$ cat config.mk
export PLATFORM = sky130hd
export DESIGN_NAME = r2s_fft_stage
export DESIGN_NICKNAME = d
export VERILOG_FILES = /design/src/rtl/r2s_pkg.sv /design/src/rtl/r2s_ctrl.sv /design/src/rtl/r2s_twiddle_rom.sv /design/src/rtl/r2s_butterfly.sv /design/src/rtl/r2s_delay_mem.sv /design/src/rtl/r2s_fft_stage.sv
export SDC_FILE = /design/constraint.sdc
export NUM_CORES = 1
export LEC_CHECK = 0
export BUFFER_PORTS_ARGS = -buffer_cell sky130_fd_sc_hd__buf_4
export CAP_MARGIN = 20
export CORE_MARGIN = 2
export CORE_UTILIZATION = 50
export DETAILED_ROUTE_END_ITERATION = 12
export PLACE_DENSITY = 0.66
export SETUP_SLACK_MARGIN = 0.5
export SYNTH_ARGS = -nofsm -noshare
export SYNTH_HDL_FRONTEND = slang
export SYNTH_SLANG_ARGS = --single-unit
$ cat constraint.sdc
create_clock -name clk -period 13.3 [get_ports clk]
set_clock_uncertainty 0.05 [all_clocks]
set_input_delay 2.66 -clock clk [delete_from_list [all_inputs] [get_ports clk]]
set_output_delay 2.66 -clock clk [all_outputs]
set_load 0.05 [all_outputs]
$ cat src/rtl/r2s_pkg.sv
package r2s_pkg;

   typedef enum logic {
      PH_FILL = 1'b0,
      PH_PAIR = 1'b1
   } phase_e;

   localparam real TWO_PI = 6.283185307179586;

   // Round a real to the nearest integer after scaling by 2^frac.
   function automatic int to_fix(input real x, input int frac);
      real s;
      s = x * (2.0 ** frac);
      return (s >= 0.0) ? $rtoi(s + 0.5) : -$rtoi(0.5 - s);
   endfunction

endpackage

$ cat src/rtl/r2s_ctrl.sv
module r2s_ctrl #(
   parameter int STAGE = 3,
   localparam int KW = (STAGE > 1) ? STAGE - 1 : 1
) (
   input  logic              clk,
   input  logic              rst_n,
   input  logic              in_valid,
   output logic [KW-1:0]     k_idx,
   output r2s_pkg::phase_e   phase,
   output logic              emit
);

   logic [STAGE-1:0] cnt_q;
   logic             primed_q;

   always_ff @(posedge clk or negedge rst_n) begin
      if (!rst_n) begin
         cnt_q    <= '0;
         primed_q <= 1'b0;
      end else if (in_valid) begin
         cnt_q <= cnt_q + STAGE'(1);
         if (cnt_q[STAGE-1]) primed_q <= 1'b1;
      end
   end

   assign phase = cnt_q[STAGE-1] ? r2s_pkg::PH_PAIR : r2s_pkg::PH_FILL;
   assign emit  = in_valid && (primed_q || cnt_q[STAGE-1]);

   generate
      if (STAGE == 1) begin : g_span1
         assign k_idx = 1'b0;
      end else begin : g_spanN
         assign k_idx = cnt_q[KW-1:0];
      end
   endgenerate

endmodule

$ cat src/rtl/r2s_twiddle_rom.sv
module r2s_twiddle_rom #(
   parameter int LOG2N = 9,
   parameter int STAGE = 3,
   parameter int CW    = 12,
   parameter int CF    = 10,
   localparam int KW   = (STAGE > 1) ? STAGE - 1 : 1,
   localparam int SPAN = 2 ** (STAGE - 1),
   localparam int ROWS = 2 ** KW
) (
   input  logic [KW-1:0]        k_idx,
   output logic signed [CW-1:0] w_re,
   output logic signed [CW-1:0] w_im
);

   logic signed [CW-1:0] re_tab [ROWS];
   logic signed [CW-1:0] im_tab [ROWS];

   generate
      for (genvar i = 0; i < ROWS; i++) begin : g_row
         localparam int  M  = (i % SPAN) * (2 ** (LOG2N - STAGE));
         localparam real TH = r2s_pkg::TWO_PI * M / (2.0 ** LOG2N);
         localparam int  CR = r2s_pkg::to_fix($cos(TH), CF);
         localparam int  CI = r2s_pkg::to_fix(-$sin(TH), CF);
         assign re_tab[i] = CW'(CR);
         assign im_tab[i] = CW'(CI);
      end
   endgenerate

   assign w_re = re_tab[k_idx];
   assign w_im = im_tab[k_idx];

endmodule

$ cat src/rtl/r2s_butterfly.sv
module r2s_butterfly #(
   parameter int DW = 12,
   parameter int CW = 12,
   parameter int CF = 10,
   localparam int PW = DW + CW + 1,
   localparam int SW = PW + 1
) (
   input  logic signed [DW-1:0] a_re,
   input  logic signed [DW-1:0] a_im,
   input  logic signed [DW-1:0] b_re,
   input  logic signed [DW-1:0] b_im,
   input  logic signed [CW-1:0] w_re,
   input  logic signed [CW-1:0] w_im,
   output logic signed [DW-1:0] up_re,
   output logic signed [DW-1:0] up_im,
   output logic signed [DW-1:0] lo_re,
   output logic signed [DW-1:0] lo_im
);

   localparam logic signed [SW-1:0] MAXV = SW'((1 <<< (DW - 1)) - 1);
   localparam logic signed [SW-1:0] MINV = SW'(-(1 <<< (DW - 1)));

   function automatic logic signed [DW-1:0] clamp(input logic signed [SW-1:0] v);
      if (v > MAXV) return MAXV[DW-1:0];
      if (v < MINV) return MINV[DW-1:0];
      return v[DW-1:0];
   endfunction

   logic signed [PW-1:0] pr, pi, ps_re, ps_im;
   logic signed [SW-1:0] su_re, su_im, df_re, df_im;

   always_comb begin
      pr    = PW'(b_re) * PW'(w_re) - PW'(b_im) * PW'(w_im);
      pi    = PW'(b_re) * PW'(w_im) + PW'(b_im) * PW'(w_re);
      ps_re = pr >>> CF;
      ps_im = pi >>> CF;
      su_re = SW'(a_re) + SW'(ps_re);
      su_im = SW'(a_im) + SW'(ps_im);
      df_re = SW'(a_re) - SW'(ps_re);
      df_im = SW'(a_im) - SW'(ps_im);
      up_re = clamp(su_re);
      up_im = clamp(su_im);
      lo_re = clamp(df_re);
      lo_im = clamp(df_im);
   end

endmodule

$ cat src/rtl/r2s_delay_mem.sv
module r2s_delay_mem #(
   parameter int AW = 2,
   parameter int WW = 24
) (
   input  logic          clk,
   input  logic          we,
   input  logic [AW-1:0] addr,
   input  logic [WW-1:0] wdata,
   output logic [WW-1:0] rdata
);

   logic [WW-1:0] mem [2 ** AW];

   always_ff @(posedge clk) begin
      if (we) mem[addr] <= wdata;
   end

   assign rdata = mem[addr];

endmodule

$ cat src/rtl/r2s_fft_stage.sv
module r2s_fft_stage #(
   parameter int LOG2N = 9,
   parameter int STAGE = 3,
   parameter int DW    = 12,
   parameter int CW    = 12,
   parameter int CF    = 10
) (
   input  logic                 clk,
   input  logic                 rst_n,
   input  logic                 in_valid,
   input  logic signed [DW-1:0] in_re,
   input  logic signed [DW-1:0] in_im,
   output logic                 out_valid,
   output logic signed [DW-1:0] out_re,
   output logic signed [DW-1:0] out_im
);

   localparam int KW = (STAGE > 1) ? STAGE - 1 : 1;

   generate
      if (STAGE < 1 || STAGE > LOG2N) begin : g_bad_stage
         $error("STAGE must lie in 1..LOG2N");
      end
      if (CF > CW - 2) begin : g_bad_coef
         $error("CW must hold the value 1.0 with CF fraction bits");
      end
      if (DW < 4) begin : g_bad_dw
         $error("DW too small");
      end
   endgenerate

   logic [KW-1:0]        k_idx;
   r2s_pkg::phase_e      phase;
   logic                 emit;
   logic signed [CW-1:0] tw_re, tw_im;
   logic [2*DW-1:0]      rd_word, wr_word;
   logic signed [DW-1:0] a_re, a_im;
   logic signed [DW-1:0] up_re, up_im, lo_re, lo_im;

   r2s_ctrl #(.STAGE(STAGE)) u_ctrl (
      .clk      (clk),
      .rst_n    (rst_n),
      .in_valid (in_valid),
      .k_idx    (k_idx),
      .phase    (phase),
      .emit     (emit)
   );

   r2s_twiddle_rom #(.LOG2N(LOG2N), .STAGE(STAGE), .CW(CW), .CF(CF)) u_rom (
      .k_idx (k_idx),
      .w_re  (tw_re),
      .w_im  (tw_im)
   );

   r2s_delay_mem #(.AW(KW), .WW(2 * DW)) u_mem (
      .clk   (clk),
      .we    (in_valid),
      .addr  (k_idx),
      .wdata (wr_word),
      .rdata (rd_word)
   );

   assign a_re = signed'(rd_word[2*DW-1:DW]);
   assign a_im = signed'(rd_word[DW-1:0]);

   r2s_butterfly #(.DW(DW), .CW(CW), .CF(CF)) u_bfly (
      .a_re  (a_re),
      .a_im  (a_im),
      .b_re  (in_re),
      .b_im  (in_im),
      .w_re  (tw_re),
      .w_im  (tw_im),
      .up_re (up_re),
      .up_im (up_im),
      .lo_re (lo_re),
      .lo_im (lo_im)
   );

   // Pair phase parks the difference; fill phase parks the new sample.
   assign wr_word = (phase == r2s_pkg::PH_PAIR) ? {lo_re, lo_im} : {in_re, in_im};

   always_ff @(posedge clk or negedge rst_n) begin
      if (!rst_n) begin
         out_valid <= 1'b0;
         out_re    <= '0;
         out_im    <= '0;
      end else begin
         out_valid <= emit;
         if (emit) begin
            if (phase == r2s_pkg::PH_PAIR) begin
               out_re <= up_re;
               out_im <= up_im;
            end else begin
               out_re <= a_re;
               out_im <= a_im;
            end
         end
      end
   end

endmodule

# Word-level counts from Yosys, hierarchy flattened

Memory sizes are Yosys's and may differ from the RTL's.
Index checks and enable logic that the tools add are counted.

Bits in registers: 29
Memory bits (writable): 96
Input port bits: 27
Output and inout bits: 25
Word-level logic and storage cells: 70
Memories kept: 1

Memories:

| memory    | depth | bits a word | read ports | clocked after memory_dff | wr ports | line                | text |
|---|---|---|---|---|---|---|---|
| u_mem.mem | 4     | 24          | 1          | 0                        | 1        | r2s_delay_mem.sv:12 | `logic [WW-1:0] mem [2 ** AW];` |

Add/sub/neg operators: 7
Multiply operators: 4
Magnitude comparators: 9
Multiplexer cells: 40
Bitwise gates (word level): 1
Reduce and logical (&&, ||, !) cells: 3

Operators by type and width:

| cell                   | number |
|---|---|
| $mux W12               | 22 |
| $gt A26 B12 Y1 const B | 4 |
| $lt A26 B12 Y1 const B | 4 |
| $mul A12 B12 Y24       | 4 |
| $bmux W12 S2           | 2 |
| $add A12 B15 Y16       | 2 |
| $sub A12 B15 Y16       | 2 |
| $add A24 B24 Y25       | 1 |
| $sub A24 B24 Y25       | 1 |
| $mux W24               | 1 |
| $mux W1                | 15 |
| $add A3 B1 Y3 const B  | 1 |
| $ge A3 B3 Y1 const B   | 1 |
| $not A2 Y3             | 1 |
| $reduce_and A2 Y1      | 1 |
| $logic_and A1 B1 Y1    | 1 |
| $logic_or A1 B1 Y1     | 1 |

# Depth between registers and ports, before layout

Word-level depth: 13
Mapped depth: 41
Gate-level depth less buffers: 38

# Modules after synthesis

Synthesis repeated with hierarchy kept, for this count alone.

Cells, all modules: 3131
Area, all modules: 30998.5 um2

By module, submodules not included:

| module          | instances | cells each | area an instance (um2) |
|---|---|---|---|
| r2s_butterfly   | 1         | 2831       | 25678.4 |
| r2s_delay_mem   | 1         | 130        | 3534.6 |
| r2s_fft_stage   | 1         | 131        | 1413.9 |
| r2s_twiddle_rom | 1         | 28         | 206.4 |
| r2s_ctrl        | 1         | 11         | 165.2 |

# Worst setup path after synthesis

No wires, ideal clock.

Path type: input-to-reg
From: input in_re[11]
To: memory u_mem.mem[0][14] (data pin)
Library setup time: 0.285 ns
Arrival: 11.019 ns
Required time: 12.965 ns
Slack: 1.946 ns
Stages: 31
Cell sequence: clkbuf_1 inv_1 nor2_1 ha_1 fa_1 inv_1 fa_1 fa_1 inv_1 fa_1 fa_1 fa_1 ha_1 a21o_1 a21o_1 a21o_1 o21ai_0 o211ai_1 a31oi_1 o21bai_1 a21o_1 xnor2_1 ha_1 clkbuf_1 nor4b_1 a2111oi_0 o211ai_1 or4_1 nand3_2 buf_6 o221ai_2

Cells in the longest elaborated chain, start to end: 9
Elaborated cells on any way between the ends: 12
Classes of those cells: add/sub (2); mul (1); order compare (2); mux (7)

Ends and longest elaborated chain:

| item                  | line                | text |
|---|---|---|
| start: declaration    | r2s_fft_stage.sv:11 | `input logic signed [DW-1:0] in_re,` |
| $mul A12 B12 Y24 (*)  | r2s_butterfly.sv:33 | `pr = PW'(b_re) * PW'(w_re) - PW'(b_im) * PW'(w_im);` |
| $sub A24 B24 Y25 (*)  | r2s_butterfly.sv:33 |  |
| $sub A12 B15 Y16 (*)  | r2s_butterfly.sv:39 | `df_re = SW'(a_re) - SW'(ps_re);` |
| $lt A26 B12 Y1        | r2s_butterfly.sv:25 | `if (v < MINV) return MINV[DW-1:0];` |
| $mux W1 (2 in series) | r2s_butterfly.sv:25 |  |
| $mux W12              | r2s_butterfly.sv:26 | `return v[DW-1:0];` |
| $mux W12 (*)          | r2s_butterfly.sv:25 |  |
| $mux W24 (*)          | r2s_fft_stage.sv:80 | `assign wr_word = (phase == r2s_pkg::PH_PAIR) ? {lo_re, lo_im} : {in_re, in_im};` |
| net u_mem.wdata[14]   | r2s_delay_mem.sv:8  | `input logic [WW-1:0] wdata,` |
| end: declaration      | r2s_delay_mem.sv:12 |  |

The timed path passes the listed nets; every way through them passes the cells marked *. The select of a mux whose other input is x is not followed.

# Worst setup path after layout

From: input in_im[11]
To: memory u_mem.mem[2][12] (data pin)

Cells in the longest elaborated chain, start to end: 9
Elaborated cells on any way between the ends: 12
Classes of those cells: add/sub (2); mul (1); order compare (2); mux (7)

Ends and longest elaborated chain:

| item                  | line                | text |
|---|---|---|
| start: declaration    | r2s_fft_stage.sv:12 | `input logic signed [DW-1:0] in_im,` |
| $mul A12 B12 Y24 (*)  | r2s_butterfly.sv:33 |  |
| $sub A24 B24 Y25 (*)  | r2s_butterfly.sv:33 |  |
| $sub A12 B15 Y16 (*)  | r2s_butterfly.sv:39 |  |
| $lt A26 B12 Y1        | r2s_butterfly.sv:25 |  |
| $mux W1 (2 in series) | r2s_butterfly.sv:25 |  |
| $mux W12              | r2s_butterfly.sv:26 |  |
| $mux W12 (*)          | r2s_butterfly.sv:25 |  |
| $mux W24 (*)          | r2s_fft_stage.sv:80 |  |
| net u_mem.wdata[12]   | r2s_delay_mem.sv:8  |  |

Marks and branches as above.

==> flow_summary.json <==
{
  "critical_path.reg2reg.endpoint": "u_mem.mem[2][12]",
  "critPathKind": "input port to register",
  "clock_latency_at_the_later_pin_of_the_worst_skew_pair_ps": 420,
  "drc": 0,
  "start_kind": "input port",
  "mean_routed_wirelength_per_cell_um": 19.58,
  "dp_hpwl_um": 48520,
  "critPathMostFrequentCell": "inv_1",
  "first_global_vias": 17230,
  "antenna_found_initial": 2,
  "post_cts_buffers": 0,
  "synthesized_area_fraction_occupied_by_xor_and_xnor_cells": 0.04310,
  "yosysMostFrequentCell": "inv_1",
  "firstDrtPassIters": 5,
  "regToRegSetupSlack_ps": 2150,
  "worstPathBufferInverterCount": 7,
  "cpLargestDelayFamily": "adder cells",
  "die_w_um": 218.3,
  "synth_top_family_by_area": "adder cells",
  "maximum_number_of_pins_on_one_net_before_global_route_repair": 49,
  "asyncSetResetFlopFracSynth": 0.2320,
  "synth_top_cells_by_area": "fa_1 (31%), ha_1 (19%), edfxtp_1 (13%)",
  "timing.max_slew.rel_slack": 0.1680,
  "max_freq_mhz": 85.83,
  "cts.sink_count": 125,
  "report.final.hold_viol_count": 0,
  "io-pin-count": 52,
  "numCtsBuffers": 17,
  "dieHeight_um": 218.3,
  "setup_failing_eps_final": 0,
  "initial_utilization": 0.5060,
  "netlist-cell-type-count": 80,
  "clockRootBuffer": "clkbuf_16",
  "critical-path-max-stage-delay_ps": 550,
  "synth-main-ff-cell": "edfxtp_1",
  "critPathRequiredTime_ps": 13350,
  "design.die.area_mm2": 0.04765,
  "finalWeightedCongestion": 0.9433,
  "ys_top_cells_by_count": "inv_1 (611), fa_1 (361), ha_1 (340)",
  "initialDrtViolationCount": 1099,
  "timing.critical_path.to": "u_mem.mem[2][12]",
  "post_cts.resized_instances": 0,
  "clk_transition_reported_paths_ps": 60,
  "drv.max_cap_violation_count": 0,
  "worst_reg_to_reg_cells": 36,
  "endpoint_kind": "register",
  "antenna_left": 0,
  "synth_fa_ha_area_frac": 0.5000,
  "synth_sequential_area_ratio": 0.1572,
  "critical_path_cell_count": 32,
  "synth-edff-count": 96,
  "num_antenna_cells": 0,
  "fp.coreArea_mm2": 0.04538,
  "min-delay-path-class": "register to register",
  "yosys_warnings": 0,
  "detail_route.wirelength_um": 57380,
  "netlist_area_mm2": 0.02296,
  "htreeDepth": 4,
  "synth_nets": 3019,
  "final_max_slew_viol_count": 0,
  "worst-endpoint-arrival_ps": 11700,
  "final.period_utilization": 0.8761,
  "post_synth_inst_count": 2291,
  "grt_setup_unrepaired": "no",
  "synth_top_area_frac": 0.3148,
  "crit_path_top_delay_cell": "fa_1",
  "ctsHoldBuffers": 0,
  "tns_ps": 0,
  "worstSetupStartpoint": "in_im[11]",
  "synth_compound_area_frac": 0.08130,
  "period_minus_slack_ps": 11650,
  "syn_avg_cell_area_um2": 10.02,
  "via_per_inst": 5.393,
  "ys_seq_elements": 125,
  "flow.area_growth_from_synthesis_pct": 6.736,
  "outcome": "finished, final reports clean",
  "worst_case_clock_buffer_depth": 2,
  "rows": 78,
  "globalRouteTotalUtil": 0.2549,
  "layout-drive-gt1-share": 0.06695,
  "cts_tree": "built",
  "design.final.nets": 3046,
  "r2r_start": "u_ctrl.cnt_q[0]",
  "muxShareOfSynthArea": 0.02725,
  "dr_total_vias": 15801,
  "post_synth_and_or_nand_nor_area_fraction": 0.08043,
  "tightestPinTransition_ps": 1235,
  "cp_max_fo": 14,
  "io_buffers": 51,
  "synth.largest_area_cell": "fa_1",
  "wire_length_of_the_first_global_routing_pass_um": 92290,
  "grt_overflow_total": 0
}
[cells in the final DEF (no fill, tap or decap), types with 17 or more instances in the layout]
cell type / instances
clkbuf_16: 17
nor2_1: 134
a21oi_1: 58
o22ai_1: 24
o21ai_0: 33
dfrtp_1: 28
buf_4: 66
xnor2_1: 84
a21o_1: 19
nor3_1: 31
mux4_2: 24
nor2b_1: 26
ha_1: 338
fa_1: 361
nand2b_1: 17
and2_1: 28
xor2_1: 29
edfxtp_1: 96
nand2_1: 111
inv_1: 611
[flip-flops by register name, indices dropped and copies added (netlist names)]
signal / count
u_mem.mem: 96
out_im: 12
u_ctrl.cnt_q: 3
out_re: 12
out_valid: 1
u_ctrl.primed_q: 1
[kinds of logic (layout without fill, tap and decap cells)]
family	after synthesis	in the layout
muxes	32	32
buffers and inverters	670	709
adders and majority gates	701	701
xor gates and xnor gates	113	113
AOI/OAI and AO/OA	254	254
and+or+nand+nor	396	396
DFF	125	125
[routing by layer]
layer  vias to the layer above  routed length (um)  share of wire  GRT usage
li1                       7293                   -              -          -
met1                      7956               23610           0.41     0.3258
met2                       433               28000           0.49     0.4343
met3                       115                3884          0.068    0.05024
met4                         4                1860          0.032    0.08345
met5                         -                  23        0.00040          0
[metrics by stage]
step           utilization  hold slack, ps  instances  setup WS, ps  instance area (um2)
6_report            0.5400           464.8       2930          1648                24510
5_1_grt             0.5400           506.6       2930          1052                24510
4_1_cts             0.5400           467.3       2930          1720                24510
3_5_place_dp        0.5282           453.9       2899          1300                23970
3_3_place_gp        0.5282           430.3       2899          1338                23970
2_1_floorplan            -           424.7       2291          1946                22960
[worst min-delay path: stages, from the launching register on]
cell and delay [ps]:
dfrtp_1 350, nand2_1 50, o21ai_0 70
[cell type report]
class | instances | area, um2
clock inverter | 9 | 65.06
tap | 600 | 750.7
inverter | 612 | 2297
fill | 4026 | 20870
sequential | 125 | 3610
multi-input combinational | 1496 | 16810
timing repair buffer | 66 | 495.5
clock buffer | 22 | 474.2
[worst min path at each step]
stage	startpoint	endpoint	slack (ps)	cells past startpoint
2_1_floorplan	u_ctrl.primed_q	u_ctrl.primed_q	420	1
3_3_place_gp	out_re[11]	out_re[11]	430	2
3_5_place_dp	out_re[11]	out_re[11]	450	2
4_1_cts	out_re[11]	out_re[11]	470	2
5_1_grt	out_re[11]	out_re[11]	510	2
6_report	out_re[11]	out_re[11]	460	2
Power is left out: the tool's default activity adds up to more than one toggle a clock period on the data nets, which glitch-free logic cannot reach.
